## src/rtl/mixcol_pkg.sv

```systemverilog
package mixcol_pkg;
  localparam int BYTE_W = 8;
  localparam int N_ROW  = 4;
  localparam int IDX_W  = $clog2(N_ROW);
  localparam logic [BYTE_W-1:0] RED_POLY = 8'h1B;

  typedef logic [BYTE_W-1:0] byte_t;
  typedef byte_t [N_ROW-1:0] col_t;

  // multiply by x in GF(2^8)
  function automatic byte_t gf_dbl(input byte_t a);
    gf_dbl = {a[BYTE_W-2:0], 1'b0} ^ (a[BYTE_W-1] ? RED_POLY : '0);
  endfunction
endpackage

```

## src/rtl/mixcol_gfmul.sv

```systemverilog
module mixcol_gfmul
  import mixcol_pkg::*;
(
  input  byte_t x_i,
  input  logic  inv_i,
  output col_t  prod_o   // prod_o[k]: product with coefficient at rotation k
);
  byte_t x2, x4, x8;

  always_comb begin
    x2 = gf_dbl(x_i);
    x4 = gf_dbl(x2);
    x8 = gf_dbl(x4);
    if (inv_i) begin
      prod_o[0] = x8 ^ x4 ^ x2;      // 0e
      prod_o[1] = x8 ^ x2 ^ x_i;     // 0b
      prod_o[2] = x8 ^ x4 ^ x_i;     // 0d
      prod_o[3] = x8 ^ x_i;          // 09
    end else begin
      prod_o[0] = x2;                // 02
      prod_o[1] = x2 ^ x_i;          // 03
      prod_o[2] = x_i;               // 01
      prod_o[3] = x_i;               // 01
    end
  end
endmodule

```

## src/rtl/mixcol_seq.sv

```systemverilog
module mixcol_seq
  import mixcol_pkg::*;
(
  input  logic             clk,
  input  logic             rst_n,
  input  logic             start_i,
  input  logic             inv_i,
  output logic             take_o,
  output logic [IDX_W-1:0] pos_o,
  output logic             inv_eff_o,
  output logic             valid_o
);
  localparam logic [IDX_W-1:0] LAST = IDX_W'(N_ROW - 1);

  logic             busy_q, inv_q, valid_q;
  logic [IDX_W-1:0] idx_q;
  logic             last_byte;

  assign take_o    = start_i | busy_q;
  assign pos_o     = start_i ? '0 : idx_q;
  assign inv_eff_o = start_i ? inv_i : inv_q;
  assign last_byte = busy_q & ~start_i & (idx_q == LAST);
  assign valid_o   = valid_q;

  always_ff @(posedge clk) begin
    if (!rst_n) begin
      busy_q  <= 1'b0;
      inv_q   <= 1'b0;
      valid_q <= 1'b0;
      idx_q   <= '0;
    end else begin
      valid_q <= last_byte;
      if (start_i) begin
        busy_q <= 1'b1;
        inv_q  <= inv_i;
        idx_q  <= IDX_W'(1);
      end else if (busy_q) begin
        idx_q <= idx_q + IDX_W'(1);
        if (idx_q == LAST) busy_q <= 1'b0;
      end
    end
  end


  valid_idle_chk: assert property (@(posedge clk) disable iff (!rst_n)
    valid_q |-> !busy_q);
endmodule

```

## src/rtl/mixcol_acc.sv

```systemverilog
module mixcol_acc
  import mixcol_pkg::*;
(
  input  logic             clk,
  input  logic             rst_n,
  input  logic             take_i,
  input  logic             first_i,
  input  logic [IDX_W-1:0] pos_i,
  input  col_t             prod_i,
  output col_t             acc_o
);
  col_t acc_q;

  for (genvar g = 0; g < N_ROW; g++) begin : g_row
    localparam logic [IDX_W-1:0] ROW = IDX_W'(g);
    logic [IDX_W-1:0] rot;
    byte_t            term;
    assign rot  = pos_i - ROW;
    assign term = prod_i[rot];

    always_ff @(posedge clk) begin
      if (!rst_n)       acc_q[g] <= '0;
      else if (first_i) acc_q[g] <= term;
      else if (take_i)  acc_q[g] <= acc_q[g] ^ term;
    end
  end

  assign acc_o = acc_q;
endmodule

```

## src/rtl/byte_mix_col.sv

```systemverilog
module byte_mix_col
  import mixcol_pkg::*;
(
  input  logic       clk,
  input  logic       rst_n,
  input  logic       start_i,
  input  logic       inv_i,
  input  logic [7:0] byte_i,
  output logic [7:0] res0_o,
  output logic [7:0] res1_o,
  output logic [7:0] res2_o,
  output logic [7:0] res3_o,
  output logic       valid_o
);
  logic             take, inv_eff;
  logic [IDX_W-1:0] pos;
  col_t             prod, acc;

  mixcol_seq u_seq (
    .clk(clk), .rst_n(rst_n), .start_i(start_i), .inv_i(inv_i),
    .take_o(take), .pos_o(pos), .inv_eff_o(inv_eff), .valid_o(valid_o)
  );

  mixcol_gfmul u_mul (.x_i(byte_i), .inv_i(inv_eff), .prod_o(prod));

  mixcol_acc u_acc (
    .clk(clk), .rst_n(rst_n), .take_i(take), .first_i(start_i),
    .pos_i(pos), .prod_i(prod), .acc_o(acc)
  );

  assign res0_o = acc[0];
  assign res1_o = acc[1];
  assign res2_o = acc[2];
  assign res3_o = acc[3];


  valid_pulse_chk: assert property (@(posedge clk) disable iff (!rst_n)
    valid_o |=> !valid_o);

  start_novalid_chk: assert property (@(posedge clk) disable iff (!rst_n)
    start_i |=> !valid_o);

  result_hold_chk: assert property (@(posedge clk) disable iff (!rst_n)
    (valid_o && !start_i) |=> ($stable(res0_o) && $stable(res1_o) &&
                               $stable(res2_o) && $stable(res3_o)));
endmodule

```

## config.mk

```make
export PLATFORM = sky130hd
export DESIGN_NAME = byte_mix_col
export DESIGN_NICKNAME = d
export VERILOG_FILES = /design/src/rtl/mixcol_pkg.sv /design/src/rtl/mixcol_gfmul.sv /design/src/rtl/mixcol_seq.sv /design/src/rtl/mixcol_acc.sv /design/src/rtl/byte_mix_col.sv
export SDC_FILE = /design/constraint.sdc
export NUM_CORES = 1
export LEC_CHECK = 0
export ABC_AREA = 1
export BUFFER_PORTS_ARGS = -buffer_cell sky130_fd_sc_hd__buf_4
export CORE_ASPECT_RATIO = 2
export CORE_MARGIN = 2
export CORE_UTILIZATION = 56
export DETAILED_ROUTE_END_ITERATION = 10
export PLACE_DENSITY = 0.89
export SLEW_MARGIN = 25
export SYNTH_ARGS = -nofsm -noshare
export SYNTH_HDL_FRONTEND = slang
export SYNTH_SLANG_ARGS = --single-unit
export TNS_END_PERCENT = 50
```

## constraint.sdc

```tcl
create_clock -name clk -period 4.07 [get_ports clk]
set_input_delay 0.814 -clock clk [delete_from_list [all_inputs] [get_ports clk]]
set_output_delay 0.814 -clock clk [all_outputs]
set_load 0.01 [all_outputs]
```

==> flow_metrics.env <==
export IMPL_nNetsFinal=606
export IMPL_critPathCaptureType="register"
export IMPL_ys_flop_type="dfxtp_1"
export IMPL_start_util_pct=58.1
export IMPL_fin_hold_ws_ns=0.496
export IMPL_ios=45
export IMPL_leakagePower_nw=1.88
export IMPL_syn_nets=580
export IMPL_period_share_pct=62.2
export IMPL_port_buffers=44
export IMPL_yosys_cell_types_count=30
export IMPL_dp_hpwl_um=6430
export IMPL_arrival_ns=2.72
export IMPL_overflow=0
export IMPL_cts_setup_buffers=0
export IMPL_core_rowCount=38
export IMPL_ant_nets=0
export IMPL_finish_utilization_pct=65.2
export IMPL_min_period_ns=2.53
export IMPL_first_global_vias=3348
export IMPL_place_inst=646
export IMPL_hold_viol_final=0
export IMPL_crit_path_start_kind="input port"
export IMPL_critPathKind="input port to register"
export IMPL_post_cts_resized=0
export IMPL_cp_max_fo=37
export IMPL_die_area_mm2=0.00633
export IMPL_ys_ff_latch=37
export IMPL_cts_hold_buf=0
export IMPL_ys_warn_count=0
export IMPL_synth_simple_area_share_pct=54.6
export IMPL_via_count=3627
export IMPL_power_switching_share_pct=36.9
export IMPL_die_height_um=111
export IMPL_final_setup_skew_ns=0.00451
export IMPL_synthTopCellsByArea="dfxtp_1, nand2_1, nand3_1"
export IMPL_antenna_cells=0
export IMPL_coreArea_mm2=0.00547
export IMPL_gp_congestion=0.948
export IMPL_synth_adder_area_share_pct=0.394
export IMPL_async_reset_ff_share_pct=0
export IMPL_vdd_drop_max_uv=431
export IMPL_relSlewSlack_pct=57.7
export IMPL_tightest_slew_ns=0.632
export IMPL_clkSinkCount=37
export IMPL_drt_total_wl_um=8520
export IMPL_power_total_mw=1.22
export IMPL_yosysSeqAreaShare_pct=23.3
export IMPL_numCtsBuffers=5
export IMPL_setup_tns_ns=0
export IMPL_drc=0
export IMPL_vias_per_cell=5.55
export IMPL_grt_max_degree=41
export IMPL_cts_root_buffer="clkbuf_8"
export IMPL_clkSlewWorstSetupHoldPaths_ns=0.08
export IMPL_cts_tree="built"
export IMPL_synthCells=567
export IMPL_cts_buffer_depth=2
export IMPL_grt_setup_unrepaired="no"
export IMPL_grt_pass1_wl_um=14300
export IMPL_areaGrowthSynthToFinish_pct=12.2
export IMPL_synthXorXnorAreaFrac_pct=5.24
export IMPL_grt_usage_pct=27.5
export IMPL_synth_edf_count=0
export IMPL_first_iter_violations=197
export IMPL_insertion_delay_ns=0.29
export IMPL_drive_gt1_share_pct=12.6
export IMPL_fmax_mhz=395
export IMPL_maxSlewViolCount=0
export IMPL_p_sw_mw=0.449
export IMPL_p_int_mw=0.768
export IMPL_synth_compound_area_share_pct=5.20
export IMPL_status="complete, no violations"
export IMPL_combinationalPowerShare_pct=37.2
export IMPL_wire_per_inst_um=13.0
export IMPL_final_cells=654
export IMPL_die_w_um=57.3
export IMPL_setup_viol_count_final=0
export IMPL_synth_mux_area_share_pct=0
export IMPL_yosysTopAreaCell="dfxtp_1"
export IMPL_firstDrtPassIters=4
export IMPL_drv_cap=0
export IMPL_power_density_mw_per_mm2=341
export IMPL_syn_avg_cell_area_um2=5.60
export IMPL_netlist_area_mm2=0.00318
export IMPL_synth_top_family_by_area="simple AND/OR/NAND/NOR gates"
export IMPL_grt_antenna_before_repair=0
export IMPL_min_delay_path_class="register to register"
export IMPL_yosys_area_top_type_share_pct=23.3
export IMPL_power_frac_seq_pct=34.9
export IMPL_clkPwrFrac_pct=27.9
export IMPL_h_tree_depth=2
export IMPL_worst_ep_required_time_ns=4.26
[cells in the final DEF, fill, tap and decap left out, types with 2 or more instances in the layout]
cell,count
xor2_1,18
nand2_1,190
nand4_1,12
nand3_1,127
nand3b_1,2
a21oi_1,5
nand2_2,5
clkbuf_8,6
o21ai_1,14
nor2_1,65
dfxtp_1,37
inv_1,39
buf_4,48
inv_2,9
o21ai_0,3
[sequential cells by signal, summed over array words and instances, names as in the netlist]
signal,cells
u_seq.valid_o,1
u_seq.busy_q,1
u_seq.inv_q,1
u_acc.acc_o,32
u_seq.idx_q,2
[per-stage QoR]
stage / instance area (um2) / setup slack, ns
finish: 3570 / 1.54
global route: 3570 / 1.37
global placement: 3450 / 1.27
CTS: 3570 / 1.56
detailed placement: 3450 / 1.25
floorplan: 3180 / 1.97
[path summary, 6_finish.rpt]
kind / startpoint / to / slack [ns] / cells past startpoint
max: start_i / u_acc.acc_o[26] / 1.54 / 12
max reg2reg: u_seq.idx_q[0] / u_acc.acc_o[26] / 1.98 / 9
min reg2reg: u_seq.busy_q / u_seq.valid_o / 0.50 / 2
min: u_seq.busy_q / u_seq.valid_o / 0.50 / 2
[critical path, stage by stage]
cell and delay, ns:
buf_4 0.21, inv_2 0.06, nand2_2 0.47, nand2_1 0.11, o21a_1 0.12, buf_4 0.20
inv_2 0.25, nand3_1 0.13, nand2_1 0.07, inv_1 0.06, a22oi_1 0.14, nor2_1 0.07
[Yosys cell counts, types with 2 or more instances]
| cell type | n |
|---|---|
| a21oi_1 | 5 |
| buf_1 | 4 |
| buf_2 | 7 |
| buf_4 | 3 |
| buf_6 | 5 |
| clkbuf_1 | 10 |
| dfxtp_1 | 37 |
| inv_1 | 40 |
| inv_2 | 8 |
| nand2_1 | 190 |
| nand2_2 | 5 |
| nand3_1 | 127 |
| nand3b_1 | 2 |
| nand4_1 | 12 |
| nor2_1 | 65 |
| o21ai_0 | 3 |
| o21ai_1 | 14 |
| xor2_1 | 18 |
[kinds of logic after synthesis]
logic type,count (synthesis)
and+or+nand+nor,403
buffers and inverters,79
AOI/OAI and AO/OA,28
adders and majority gates,1
xor gates and xnor gates,19
DFF,37
[power by group through the flow]
stage / logic (mW) / registers (mW) / clock network [mW]
floorplan: 0.307 / 0.448 / 0
global placement: 0.438 / 0.432 / 0
detailed placement: 0.448 / 0.433 / 0
CTS: 0.450 / 0.425 / 0.349
global route: 0.510 / 0.430 / 0.359
finish: 0.452 / 0.425 / 0.339
[final cells by class]
class                      count  area (um2)
clock buffer                   6        82.6
sequential                    37         741
inverter                      50         190
tap                           60        75.1
clock inverter                 2        37.5
multi-input combinational    451        2080
timing repair buffer          48         360
fill                         551        1900
[per-layer routing]
layer / global-route usage [%] / wire length [um]
met5: 0 / 0
met4: 14.6 / 247
met3: 4.57 / 427
met2: 46.3 / 4400
met1: 32.1 / 3440
(Power assumes the default switching activity.)
